<file path="src/rtl/ovl_pkg.sv">
`timescale 1ns/1ps
package ovl_pkg;
    localparam int LINES      = 64;
    localparam int LINE_W     = $clog2(LINES);
    localparam int BYTE_W     = 6;
    localparam int OFF_W      = LINE_W + BYTE_W;
    localparam int SLOT_W     = 5;
    localparam int SLOTS      = 1 << SLOT_W;
    localparam int CLASS_W    = 3;
    localparam int CLASS_FULL = 4;

    typedef struct packed {
        logic [CLASS_W-1:0]            cls;
        logic [LINES-1:0][SLOT_W-1:0]  ptr;
        logic [SLOTS-1:0]              free;
        logic                          wb_ack;
        logic                          wb_alloc;
        logic                          grow;
        logic [OFF_W-1:0]              wb_off;
        logic                          rd_ack;
        logic                          rd_pres;
        logic [OFF_W-1:0]              rd_off;
    } seg_state_t;

    function automatic logic [SLOTS-1:0] free_mask(input logic [CLASS_W-1:0] cls);
        logic [SLOTS-1:0] m;
        int               cnt;
        m = '0;
        if (int'(cls) < CLASS_FULL) begin
            cnt = (4 << int'(cls)) - 1;
            for (int i = 1; i < SLOTS; i++) begin
                m[i] = (i <= cnt);
            end
        end
        return m;
    endfunction
endpackage

</file>
<file path="src/rtl/ovl_free_pick.sv">
`timescale 1ns/1ps
module ovl_free_pick
    import ovl_pkg::*;
(
    input  logic [SLOTS-1:0]  free_vec,
    output logic              pick_valid,
    output logic [SLOT_W-1:0] pick_slot
);
    always_comb begin
        pick_valid = 1'b0;
        pick_slot  = '0;
        for (int i = SLOTS - 1; i >= 1; i--) begin
            if (free_vec[i]) begin
                pick_valid = 1'b1;
                pick_slot  = SLOT_W'(i);
            end
        end
    end
endmodule

</file>
<file path="src/rtl/ovl_offset_calc.sv">
`timescale 1ns/1ps
module ovl_offset_calc
    import ovl_pkg::*;
(
    input  logic              full_page,
    input  logic [LINE_W-1:0] line_idx,
    input  logic [SLOT_W-1:0] slot_idx,
    output logic [OFF_W-1:0]  byte_off
);
    always_comb begin
        if (full_page) begin
            byte_off = OFF_W'(line_idx) << BYTE_W;
        end else begin
            byte_off = OFF_W'(slot_idx) << BYTE_W;
        end
    end
endmodule

</file>
<file path="src/rtl/ovl_slot_alloc.sv">
`timescale 1ns/1ps
module ovl_slot_alloc
    import ovl_pkg::*;
(
    input  logic               clk,
    input  logic               rst_n,
    input  logic               seg_init,
    input  logic [CLASS_W-1:0] seg_class,
    input  logic               wb_valid,
    input  logic [LINE_W-1:0]  wb_line,
    input  logic               rd_valid,
    input  logic [LINE_W-1:0]  rd_line,
    output logic               wb_ack,
    output logic               wb_alloc,
    output logic               grow_req,
    output logic [OFF_W-1:0]   wb_offset,
    output logic               rd_ack,
    output logic               rd_present,
    output logic [OFF_W-1:0]   rd_offset
);
    seg_state_t st_d, st_q;

    logic              full_q;
    logic [SLOT_W-1:0] rd_slot;
    logic [SLOT_W-1:0] wb_cur_slot;
    logic [SLOT_W-1:0] wb_sel_slot;
    logic              pick_valid;
    logic [SLOT_W-1:0] pick_slot;
    logic [OFF_W-1:0]  rd_off_calc;
    logic [OFF_W-1:0]  wb_off_calc;
    logic [SLOTS-1:0]  free_q;
    logic [CLASS_W-1:0] cls_q;

    assign full_q      = int'(st_q.cls) >= CLASS_FULL;
    assign rd_slot     = st_q.ptr[rd_line];
    assign wb_cur_slot = st_q.ptr[wb_line];
    assign wb_sel_slot = (wb_cur_slot != '0) ? wb_cur_slot : pick_slot;
    assign free_q      = st_q.free;
    assign cls_q       = st_q.cls;

    ovl_free_pick u_pick (
        .free_vec   (st_q.free),
        .pick_valid (pick_valid),
        .pick_slot  (pick_slot)
    );

    ovl_offset_calc u_rd_off (
        .full_page (full_q),
        .line_idx  (rd_line),
        .slot_idx  (rd_slot),
        .byte_off  (rd_off_calc)
    );

    ovl_offset_calc u_wb_off (
        .full_page (full_q),
        .line_idx  (wb_line),
        .slot_idx  (wb_sel_slot),
        .byte_off  (wb_off_calc)
    );

    always_comb begin
        st_d          = st_q;
        st_d.wb_ack   = 1'b0;
        st_d.wb_alloc = 1'b0;
        st_d.grow     = 1'b0;
        st_d.wb_off   = '0;
        st_d.rd_ack   = 1'b0;
        st_d.rd_pres  = 1'b0;
        st_d.rd_off   = '0;

        if (seg_init) begin
            st_d.cls  = seg_class;
            st_d.ptr  = '0;
            st_d.free = free_mask(seg_class);
        end else begin
            if (rd_valid) begin
                st_d.rd_ack = 1'b1;
                if (full_q || rd_slot != '0) begin
                    st_d.rd_pres = 1'b1;
                    st_d.rd_off  = rd_off_calc;
                end
            end
            if (wb_valid) begin
                st_d.wb_ack = 1'b1;
                if (full_q || wb_cur_slot != '0) begin
                    st_d.wb_off = wb_off_calc;
                end else if (pick_valid) begin
                    st_d.ptr[wb_line]    = pick_slot;
                    st_d.free[pick_slot] = 1'b0;
                    st_d.wb_alloc        = 1'b1;
                    st_d.wb_off          = wb_off_calc;
                end else begin
                    st_d.grow = 1'b1;
                end
            end
        end
    end

    always_ff @(posedge clk) begin
        if (!rst_n) begin
            st_q          <= '0;
            st_q.free     <= free_mask('0);
        end else begin
            st_q <= st_d;
        end
    end

    assign wb_ack     = st_q.wb_ack;
    assign wb_alloc   = st_q.wb_alloc;
    assign grow_req   = st_q.grow;
    assign wb_offset  = st_q.wb_off;
    assign rd_ack     = st_q.rd_ack;
    assign rd_present = st_q.rd_pres;
    assign rd_offset  = st_q.rd_off;
endmodule

</file>
<file path="config.mk">
export PLATFORM = sky130hd
export DESIGN_NAME = ovl_slot_alloc
export DESIGN_NICKNAME = d
export VERILOG_FILES = /design/src/rtl/ovl_pkg.sv /design/src/rtl/ovl_free_pick.sv /design/src/rtl/ovl_offset_calc.sv /design/src/rtl/ovl_slot_alloc.sv
export SDC_FILE = /design/constraint.sdc
export NUM_CORES = 1
export LEC_CHECK = 0
export BUFFER_PORTS_ARGS = -buffer_cell sky130_fd_sc_hd__buf_2
export CAP_MARGIN = 20
export CORE_ASPECT_RATIO = 0.8
export CORE_MARGIN = 2
export CORE_UTILIZATION = 50
export DETAILED_ROUTE_END_ITERATION = 8
export PLACE_DENSITY = 0.76
export SLEW_MARGIN = 20
export SYNTH_ARGS = -nofsm -noshare
export SYNTH_HDL_FRONTEND = slang
export SYNTH_SLANG_ARGS = --single-unit
</file>
<file path="constraint.sdc">
create_clock -name clk -period 5.1 [get_ports clk]
set_input_delay 0.51 -clock clk [delete_from_list [all_inputs] [get_ports clk]]
set_output_delay 0.51 -clock clk [all_outputs]
set_load 0.01 [all_outputs]
</file>
==> results.md <==
- Status: complete, no violations
- Detail Placement HPWL: 38.4 mm
- F_max: 230 MHz
- CP Launch Type: input pin
- Post-synth top area share: between 30% and 40%
- H-tree depth: 2
- Unrepaired setup endpoints after global routing: no
- Post-synthesis cell area: 0.0188 sq mm
- Hold_buf cts: 0
- Sequential cell area: approximately 0.0074 sq mm
- CTS tree: done
- CP Max Fanout: between 150 and 200
- Yosys reg bits: between 300 and 400
- Clock root buffer master: clkbuf_16
- Via Count: around 17000
- Slew Limit Fails: 0
- Critical Path Slowest Stage Cell: nor4_1
- Sum Neg Setup Slack: 0 ns
- Post-Syn Instances: 1959
- Worst slew margin: 15.4%
- Synth warnings: 0
- Max capacitance violation total: 0
- Skew-Pair Late Insertion Delay: 0.56 ns
- Drt first pass iters: 8
- Setup Crit Path Kind: input pin to flop
- Fraction of layout cells with a size suffix above 1: 20.6%
- Pin count of the biggest net entering global routing: ~200
- # placed instances: 2335
- Hold Startpoint: rst_n
- Synth cell types: 73
- Initial antenna violation count: 0
- Diodes inserted: 0
- P per Cell Area: 315 mW/mm^2
- Syn avg cell area: 9.59 sq um
- Height of the die: 177 microns
- Lkg Pwr: roughly 7.1 nW
- Worst Hold Class: input pin to flop
- Vias in the first global route: 15838
- DIE AREA: a little under 0.04 sq mm
- Top post-synthesis cells by area: dfxtp_1, mux4_2, nand2_1
- Vias/cell: just under 7
- Total CTS buffers: 37
- Final cycle utilization of the critical path: between 80 and 90%
- Biggest area consumer among synthesized cells: dfxtp_1
- Fin nets: 1908
- Reg2Reg Capture Point: st_q[378]$_SDFFE_PP0P_
- Hold Slack: 0.189 ns
- Sink Count: 369
- Final Core Density: between 50% and 60%
- Clock tree buffer depth: 3
- Reg-to-Reg Start: st_q[255]$_SDFFE_PP0P_
- Post-synth ARST share: 0%
- Cells on worst reg2reg path: 9
- Drt drc: 0
- R2r setup slk: 1.29 ns
- Final Skew: about 0.027 ns
- Final hold vios: 0
- Non-Filler Instances: 2400
- Multi-input gate area: a little over 0.01 sq mm
- EDFF count, synth: 0
- Core region area: 0.0370 sq mm
- Worst Hold Depth: 2
- Initial Utilization: 50.7%
- Top_reg_cell synth: dfxtp_1
- Iter 0 DRT Violations: 2872
- WL final: between 60 and 70 mm
- Wire per inst: ~25 microns
- Area Growth Syn to Fin: 8.89%
- Port bufs: 36
- Critical-path cell list: buf_2 > buf_4 > mux4_2 > a221oi_1 > o22ai_1 > nor4_1 > nor3b_4 > nand3_4 > buf_12 > o31ai_1
- Critical path endpoint category: flop
- Worst Hold End: free_q[1]$_SDFFE_PN1P_
- Worst EP required: 5.54 ns
- GRT Overall Usage: about 31%
- Fill count: 3176
- Final Critical Period: 4.34 ns
- Critical path's largest stage delay: 0.66 ns
- Gpl congestion: 0.962
- Resize count post-CTS: 0
- Register area share after synthesis: 39.3%
- Total gr overflow: 0
- First-pass GRT wire length: 94.0 mm
- DRT antenna net count: 0
- Die width: roughly 220 microns
- Worst-Margin Slew: ~1.3 ns
- Setup Buffers After CTS: 0
- IO Count: 49
- Clock transition at path regs: approximately 0.070 ns
- Total power: 6.44 mW
- # rows: 63
- Worst path arrival time: 4.78 ns
- Maximum VDD drop: 0.000256 V
- Count of final setup violators: 0
[cell usage after synthesis (all sizes together), types with 18 or more instances]
cell,count
mux2i,54
a22oi,29
nand3,54
mux4,115
clkbuf,124
mux2,36
a21oi,68
nand2,366
a221oi,37
nor3,18
buf,88
a22o,26
dfxtp,369
nor2,71
o31ai,131
o21ai,170
[area by class of cell]
type                            instances  area share, %
Multi-Input combinational cell       1372           50.8
Sequential cell                       369           36.1
Clock buffer                           54           5.49
Timing Repair Buffer                   90           3.46
Tap cell                              487           2.98
Clock inverter                         11          0.795
Inverter                               17          0.312
[power by group]
part           total (mW)  internal (mW)  switching (mW)
combinational       0.602          0.160           0.441
clock                2.92           1.73            1.19
sequential           2.91           2.90          0.0160
total                6.44           4.79            1.65
[through the flow]
stage,instance area [sq um],setup slack (ns)
after floorplan,18800,1.80
after global placement,19200,0.576
after detailed placement,19200,0.491
after CTS,20400,1.05
after global routing,20400,0.737
final,20400,0.761
[cell usage in the layout, fill, tap and decap left out, types with 39 or more instances in the layout]
| master | count |
|---|---|
| clkbuf_16 | 39 |
| nand2_1 | 365 |
| nand3_1 | 50 |
| a21oi_1 | 67 |
| buf_4 | 49 |
| dfxtp_1 | 369 |
| o31ai_2 | 67 |
| nor2_1 | 70 |
| o21ai_0 | 169 |
| mux2i_1 | 54 |
| mux4_2 | 115 |
| o31ai_1 | 64 |
[per-layer routing]
metal	track usage, %	vias up	share of wire [%]
li1	-	7148	-
met1	42.2	7976	39
met2	46.0	1290	42
met3	9.91	248	14
met4	13.8	0	4.8
met5	0	-	0
[flip-flops by register name, indices dropped and copies added (netlist names)]
register    count
wb_alloc        1
wb_offset       6
cls_q           1
rd_ack          1
wb_ack          1
rd_offset       6
rd_present      1
st_q          320
grow_req        1
free_q         31
[worst max-delay path by stage]
stage,startpoint,endpoint,slack (ns),cells past startpoint
2_1_floorplan,rd_line[0],rd_present$_SDFF_PP0_,1.80,9
3_3_place_gp,wb_line[0],free_q[6]$_SDFFE_PN0P_,0.58,9
3_5_place_dp,wb_line[0],st_q[87]$_SDFFE_PP0P_,0.49,10
4_1_cts,wb_line[0],st_q[87]$_SDFFE_PP0P_,1.05,10
5_1_grt,wb_line[0],st_q[87]$_SDFFE_PP0P_,0.74,10
6_report,wb_line[0],st_q[378]$_SDFFE_PP0P_,0.76,10
[cells by family (layout without fill, tap and decap cells)]
logic type                 count (synthesis)  in the layout  share of synthesized area (%)
and+or+nand+nor                          597            597                           14.1
AOI/OAI and AO/OA                        557            557                           21.8
DFF                                      369            369                           39.3
buffers and inverters                    229            172                           5.88
muxes                                    205            205                           18.8
adders and majority gates                  1              1                         0.0666
other                                      1             12                         0.0200
[critical path: cells and delay by family]
family	cells	cell delay, ns
buf+inv	3	1.27
mux	1	0.54
compound gates	3	0.92
simple gates	3	1.37
Note: power is estimated with default switching activity, not from simulation.
